$ cat config.mk
export PLATFORM = sky130hd
export DESIGN_NAME = shift_unit
export DESIGN_NICKNAME = d
export VERILOG_FILES = /design/src/rtl/shift_pkg.sv /design/src/rtl/shift_barrel.sv /design/src/rtl/shift_log.sv /design/src/rtl/shift_step.sv /design/src/rtl/shift_unit.sv
export SDC_FILE = /design/constraint.sdc
export NUM_CORES = 1
export LEC_CHECK = 0
export BUFFER_PORTS_ARGS = -buffer_cell sky130_fd_sc_hd__buf_2
export CORE_MARGIN = 3
export CORE_UTILIZATION = 60
export DETAILED_ROUTE_END_ITERATION = 8
export PLACE_DENSITY_LB_ADDON = 0.3
export SYNTH_ARGS = -nofsm -noshare
export SYNTH_HDL_FRONTEND = slang
export SYNTH_HIERARCHICAL = 1
export SYNTH_SLANG_ARGS = --single-unit
$ cat constraint.sdc
create_clock -name vclk -period 3.55
set_clock_uncertainty 0.05 [all_clocks]
set_input_delay 0.1775 -clock vclk [all_inputs]
set_output_delay 0.1775 -clock vclk [all_outputs]
set_load 0.02 [all_outputs]
$ cat src/rtl/shift_pkg.sv
package shift_pkg;

  typedef enum logic [2:0] {
    OP_BARREL = 3'd0,
    OP_LOG    = 3'd1,
    OP_HOLD   = 3'd2,
    OP_RIGHT  = 3'd3,
    OP_LEFT   = 3'd4
  } shift_op_e;

  typedef enum logic [1:0] {
    STEP_HOLD  = 2'd0,
    STEP_RIGHT = 2'd1,
    STEP_LEFT  = 2'd2
  } step_dir_e;

endpackage

$ cat src/rtl/shift_barrel.sv
module shift_barrel #(
  parameter int W = 8
) (
  input  logic [W-1:0] a,
  input  logic [W-1:0] lines,
  input  logic         fill,
  output logic [W-1:0] y
);

  for (genvar i = 0; i < W; i++) begin : g_out
    logic [W-1:0] tap;
    for (genvar k = 0; k < W; k++) begin : g_tap
      if (i + k < W) begin : g_in
        assign tap[k] = lines[k] & a[i+k];
      end else begin : g_fill
        assign tap[k] = lines[k] & fill;
      end
    end
    assign y[i] = |tap;
  end

endmodule

$ cat src/rtl/shift_log.sv
module shift_log #(
  parameter int W  = 8,
  parameter int AW = $clog2(W)
) (
  input  logic [W-1:0]  a,
  input  logic [AW-1:0] amt,
  input  logic          fill,
  output logic [W-1:0]  y
);

  logic [W-1:0] stage [0:AW];

  assign stage[0] = a;

  for (genvar s = 0; s < AW; s++) begin : g_stage
    localparam int DIST = 1 << s;
    for (genvar i = 0; i < W; i++) begin : g_bit
      if (i + DIST < W) begin : g_in
        assign stage[s+1][i] = amt[s] ? stage[s][i+DIST] : stage[s][i];
      end else begin : g_fill
        assign stage[s+1][i] = amt[s] ? fill : stage[s][i];
      end
    end
  end

  assign y = stage[AW];

endmodule

$ cat src/rtl/shift_step.sv
module shift_step
  import shift_pkg::*;
#(
  parameter int W = 8
) (
  input  logic [W-1:0] a,
  input  step_dir_e    dir,
  input  logic         fill,
  output logic [W-1:0] y
);

  for (genvar i = 0; i < W; i++) begin : g_slice
    logic from_hi;
    logic from_lo;
    if (i == W - 1) begin : g_top
      assign from_hi = fill;
    end else begin : g_mid_hi
      assign from_hi = a[i+1];
    end
    if (i == 0) begin : g_bot
      assign from_lo = 1'b0;
    end else begin : g_mid_lo
      assign from_lo = a[i-1];
    end
    always_comb begin
      unique case (dir)
        STEP_RIGHT: y[i] = from_hi;
        STEP_LEFT:  y[i] = from_lo;
        default:    y[i] = a[i];
      endcase
    end
  end

endmodule

$ cat src/rtl/shift_unit.sv
module shift_unit
  import shift_pkg::*;
#(
  parameter int W  = 8,
  parameter int AW = $clog2(W)
) (
  input  logic [W-1:0]  data_in,
  input  logic [W-1:0]  sh_onehot,
  input  logic [AW-1:0] sh_amt,
  input  logic          arith,
  input  logic [2:0]    op,
  output logic [W-1:0]  result
);

  logic         fill;
  logic [W-1:0] y_barrel;
  logic [W-1:0] y_log;
  logic [W-1:0] y_step;
  step_dir_e    dir;

  assign fill = arith & data_in[W-1];

  always_comb begin
    unique case (op)
      OP_RIGHT: dir = STEP_RIGHT;
      OP_LEFT:  dir = STEP_LEFT;
      default:  dir = STEP_HOLD;
    endcase
  end

  shift_barrel #(.W(W)) u_barrel (
    .a     (data_in),
    .lines (sh_onehot),
    .fill  (fill),
    .y     (y_barrel)
  );

  shift_log #(.W(W), .AW(AW)) u_log (
    .a    (data_in),
    .amt  (sh_amt),
    .fill (fill),
    .y    (y_log)
  );

  shift_step #(.W(W)) u_step (
    .a    (data_in),
    .dir  (dir),
    .fill (fill),
    .y    (y_step)
  );

  always_comb begin
    unique case (op)
      OP_BARREL:                   result = y_barrel;
      OP_LOG:                      result = y_log;
      OP_HOLD, OP_RIGHT, OP_LEFT:  result = y_step;
      default:                     result = '0;
    endcase
  end

endmodule

Yosys cells after proc, flatten, opt, wreduce, memory -nomap -nowiden:

Cells that the tools add are included.

* register bits: 0
* input bits: 23
* output and inout bits: 8
* word-level logic and storage cells: 94

* equality and inequality tests: 6
* muxes and demuxes: 34
* bitwise logic cells: 44
* reduce and logical (&&, ||, !) cells: 10

Operators with widths (number)
* 8-bit OR reduction: 8
* 1-bit AND: 44
* 1-bit 2-to-1 mux: 24
* 8-bit one-hot mux with 3 select lines: 1
* 1-bit one-hot mux with 2 select lines: 8
* 3-bit by 2-bit equality test with 1-bit output, second input constant: 2
* 2-bit one-hot mux with 2 select lines: 1
* 3-bit by 1-bit equality test with 1-bit output, second input constant: 1
* 3-bit equality test, second input constant: 1
* 3-bit logical NOT: 1
* 3-bit OR reduction: 1
* 2-bit by 1-bit equality test with 1-bit output, second input constant: 1
* 2-bit equality test, second input constant: 1

Depth between registers and ports, before layout:

* depth in word-level cells: 5
* depth in mapped cells: 10
* gate-level depth less buffers: 7

Modules after synthesis:

The synthesis kept the hierarchy.

Modules (own cells, without submodules)
* shift_unit: times used 1, cells an instance 43, area an instance 344.1 um^2, sequential area each 0.0 um^2
* shift_log: times used 1, cells an instance 31, area an instance 309.0 um^2, sequential area each 0.0 um^2
* shift_barrel: times used 1, cells an instance 38, area an instance 264.0 um^2, sequential area each 0.0 um^2
* shift_step: times used 1, cells an instance 30, area an instance 175.2 um^2, sequential area each 0.0 um^2

Worst setup path after synthesis:

OpenSTA, ideal clock, no wires.

* kind: input port to output port
* start point: input port op[0]
* end point: output port result[2]
* arrival time: 1.755 ns
* required time: 3.322 ns
* path slack: 1.567 ns
* stages on the path: 8
* buffers on the path: 3
* cell sequence: buf_6 -> buf_12 -> nor3b_1 -> ha_1 -> buf_6 -> o21ai_1 -> nand2b_1 -> o221ai_1

* word-level cells in the longest chain between the ends: 5
* elaborated cells on any way between the ends: 11
* classes of those cells: eq/ne: 6; mux: 3; reduce/logical: 2

RTL lines
* from (decl): line shift_unit.sv:11 `input logic [2:0] op,`
* 3-bit equality test or 3-bit by 2-bit equality test with 1-bit output (tied branches): line shift_unit.sv:24 `unique case (op)`
* 2-bit one-hot mux with 2 select lines (*): line shift_unit.sv:24
* net dir[1]: line shift_unit.sv:19 `step_dir_e dir;`
* 2-bit equality test or 2-bit by 1-bit equality test with 1-bit output (tied branches): line shift_step.sv:26 `unique case (dir)`
* 1-bit one-hot mux with 2 select lines (*): line shift_step.sv:26
* net y_step[2]: line shift_unit.sv:18 `logic [W-1:0] y_step;`
* 8-bit one-hot mux with 3 select lines (*): line shift_unit.sv:53 `unique case (op)`
* to (decl): line shift_unit.sv:12 `output logic [W-1:0] result`

Mark *: on every way through the listed nets, which the timed path passes. The rest lies on a longest branch.

Worst setup path after layout:

* start point: input port op[0]
* end point: output port result[6]

Same word-level chain as after synthesis.

==> metrics.txt <==
Max Fclk=420.9 MHz; FF+latch count=0; hold_buf cts=0; Fin. Hold Viols=0; Antenna Nets Post-Route=0; mapped cell area=0.001092 mm²; status=complete, no violations; sequential power share=0%; Worst EP required=3.32 ns; max_slew headroom=64.65%; share of post-route cells with drive strength above 1=25.95%; Logic pwr share=100.0%; pin count of the biggest net entering global routing=19; CLK BUF=0; vias in the first global route=1,103; sequential share of the synthesized area=0%; Final setup violation count=0; most frequent cells in the layout=buf_2, a22oi_1, mux2i_1, nand2_1, nand2b_1; YS warnings=6; Worst EP arrival=about 2.2 ns; antenna violations before repair=0; port bufs=31; Ports=31; Min Hold Slack=0.8125 ns; commonest non-fill, non-tap cell in the layout=buf_2; CP Capture Type=output pin; top cell type by total area after synthesis=a22oi_1; worst-margin pin slew=approximately 0.53 ns; final period utilization=approximately two thirds; worst-path cell chain=buf_2 > and3b_1 > inv_1 > ha_1 > o21ai_0 > nand2b_1 > o221ai_1 > buf_2; Pint=69.54 µW; first-pass GRT wire length=5085 µm; Initial DRC Count=73; Area Growth Syn to Fin=6.987%; placed cells=182; chip width=48.67 µm; Hold Crit Start=op[1]; FF+latch area=0 µm²; Syn Nets=about 170; first-pass iteration count of the detailed router=6; Die H=48.67 µm; Post-DP Area=0.001169 mm²; VDD IR max=about 0.000068 V; Syn Inst Count=142; HPWL Detailed=2283 µm; clock power share=0%; Largest stage delay, worst path=around 0.45 ns; unrepaired setup endpoints after global routing=false; average wire per standard cell=17.45 µm; Worst path slowest cell=ha_1; max cap viols=0; crit path time final=2.376 ns; Non-Filler Cell Area, Final=0.001169 mm²; DIE AREA=0.002368 mm²; post-CTS resize count=0; Post-CTS Setup Bufs=0; synth top area cells=a22oi_1, mux2i_1, mux4_1, o221ai_1, nand2b_1; Final Max Slew Viols=0; CP bufs+invs=3; Setup TNS=0 ns; initial core utilization=67.78%; core area=between 0.0015 and 0.002 mm²; fin cells=182; Lkg Pwr=slightly above 0.0005 µW; Psw=98.91 µW; depth of the worst hold-timing path=4; Yosys cell types=35; final core utilization=between 70 and 80%; Synth top area share=15.12%; via count=1,307; GRT Total Usage=between 20% and 30%; Setup Crit Path Kind=in -> out; Critical Path Start Type=input pin; Worst path most repeated cell=buf_2; worst-path maximum fanout=18; Sw Ratio=58.72%; Residual DRC=0; DRT Wirelength=3176 µm; routed vias/inst=between 7 and 8; Cell Pwr Density=144.1 mW/mm²; RePlAce Congestion=0.8823; HP Class=in -> out; Min-Delay Endpoint=result[0]; remaining global-route overflow=0; Nets=185; Crit path max-delay family=compound AO/OA/AOI/OAI gates; Mean Syn Cell Area=7.692 µm²; # diodes=0; FP Rows=14
## synthesized netlist by cell type
cell and count:
a21o_1 2, buf_2 4, and2_1 1, a221oi_1 1, clkbuf_1 4, o21ai_1 4, or2_2 1, nor2_1 2
or3_4 1, o22ai_1 2, a222oi_1 1, buf_12 1, nand3b_1 8, o21ai_4 1, buf_1 1, nand2b_1 11
mux2i_1 14, or2_1 1, o21ai_0 8, clkbuf_2 1, nand3_1 6, mux2_2 5, inv_1 2, a22oi_1 22
o31ai_1 1, nor3b_1 1, nand2_1 14, mux4_1 3, mux4_2 1, buf_6 4, a22o_2 1, o221ai_1 8
ha_1 2, and3b_1 1, nand4_1 2
## layer usage
layer	GRT usage, %	wire, µm	vias up
met5	0	0	-
met4	5.213	45	0
met3	1.534	367	6
met2	42.31	1496	103
met1	35.74	1267	603
li1	-	-	595
## power groups by stage
stage | sequential, µW | clock (µW) | combinational, µW
global route | 0 | 0 | 182
floorplan | 0 | 0 | 120
CTS | 0 | 0 | 165
finish | 0 | 0 | 168
detailed placement | 0 | 0 | 164
global placement | 0 | 0 | 159
## metrics by stage
stage / total power, µW / setup WS, ns
after floorplan: 120.0 / 1.567
final: 168.5 / 1.174
after global routing: 181.8 / 1.056
after CTS: 164.8 / 1.233
after global placement: 159.1 / 1.323
after detailed placement: 164.3 / 1.243
## how the worst max path moves through the flow
stage          slack [ns]         to  startpoint  depth (start not counted)
3_3_place_gp         1.32  result[6]       op[0]                          8
2_1_floorplan        1.57  result[2]       op[0]                          8
5_1_grt              1.06  result[5]       op[0]                          8
6_report             1.17  result[6]       op[0]                          8
3_5_place_dp         1.24  result[6]       op[0]                          8
4_1_cts              1.23  result[6]       op[0]                          8
## cell families after synthesis
| kind of cell | Yosys count | synth area share, % |
|---|---|---|
| AOI/OAI and AO/OA | 51 | 34.37 |
| and+or+nand+nor | 49 | 25.43 |
| buffers and inverters | 17 | 10.65 |
| muxes | 23 | 27.26 |
| adders and majority gates | 2 | 2.291 |
## cell type report
cell class	instances	area, µm²
multi-input cells	125	975.9
repair buffers	31	155.1
well taps	24	30.03
inverters	2	7.507
fillers	143	442.9
Note: power is estimated with default switching activity, not from simulation.
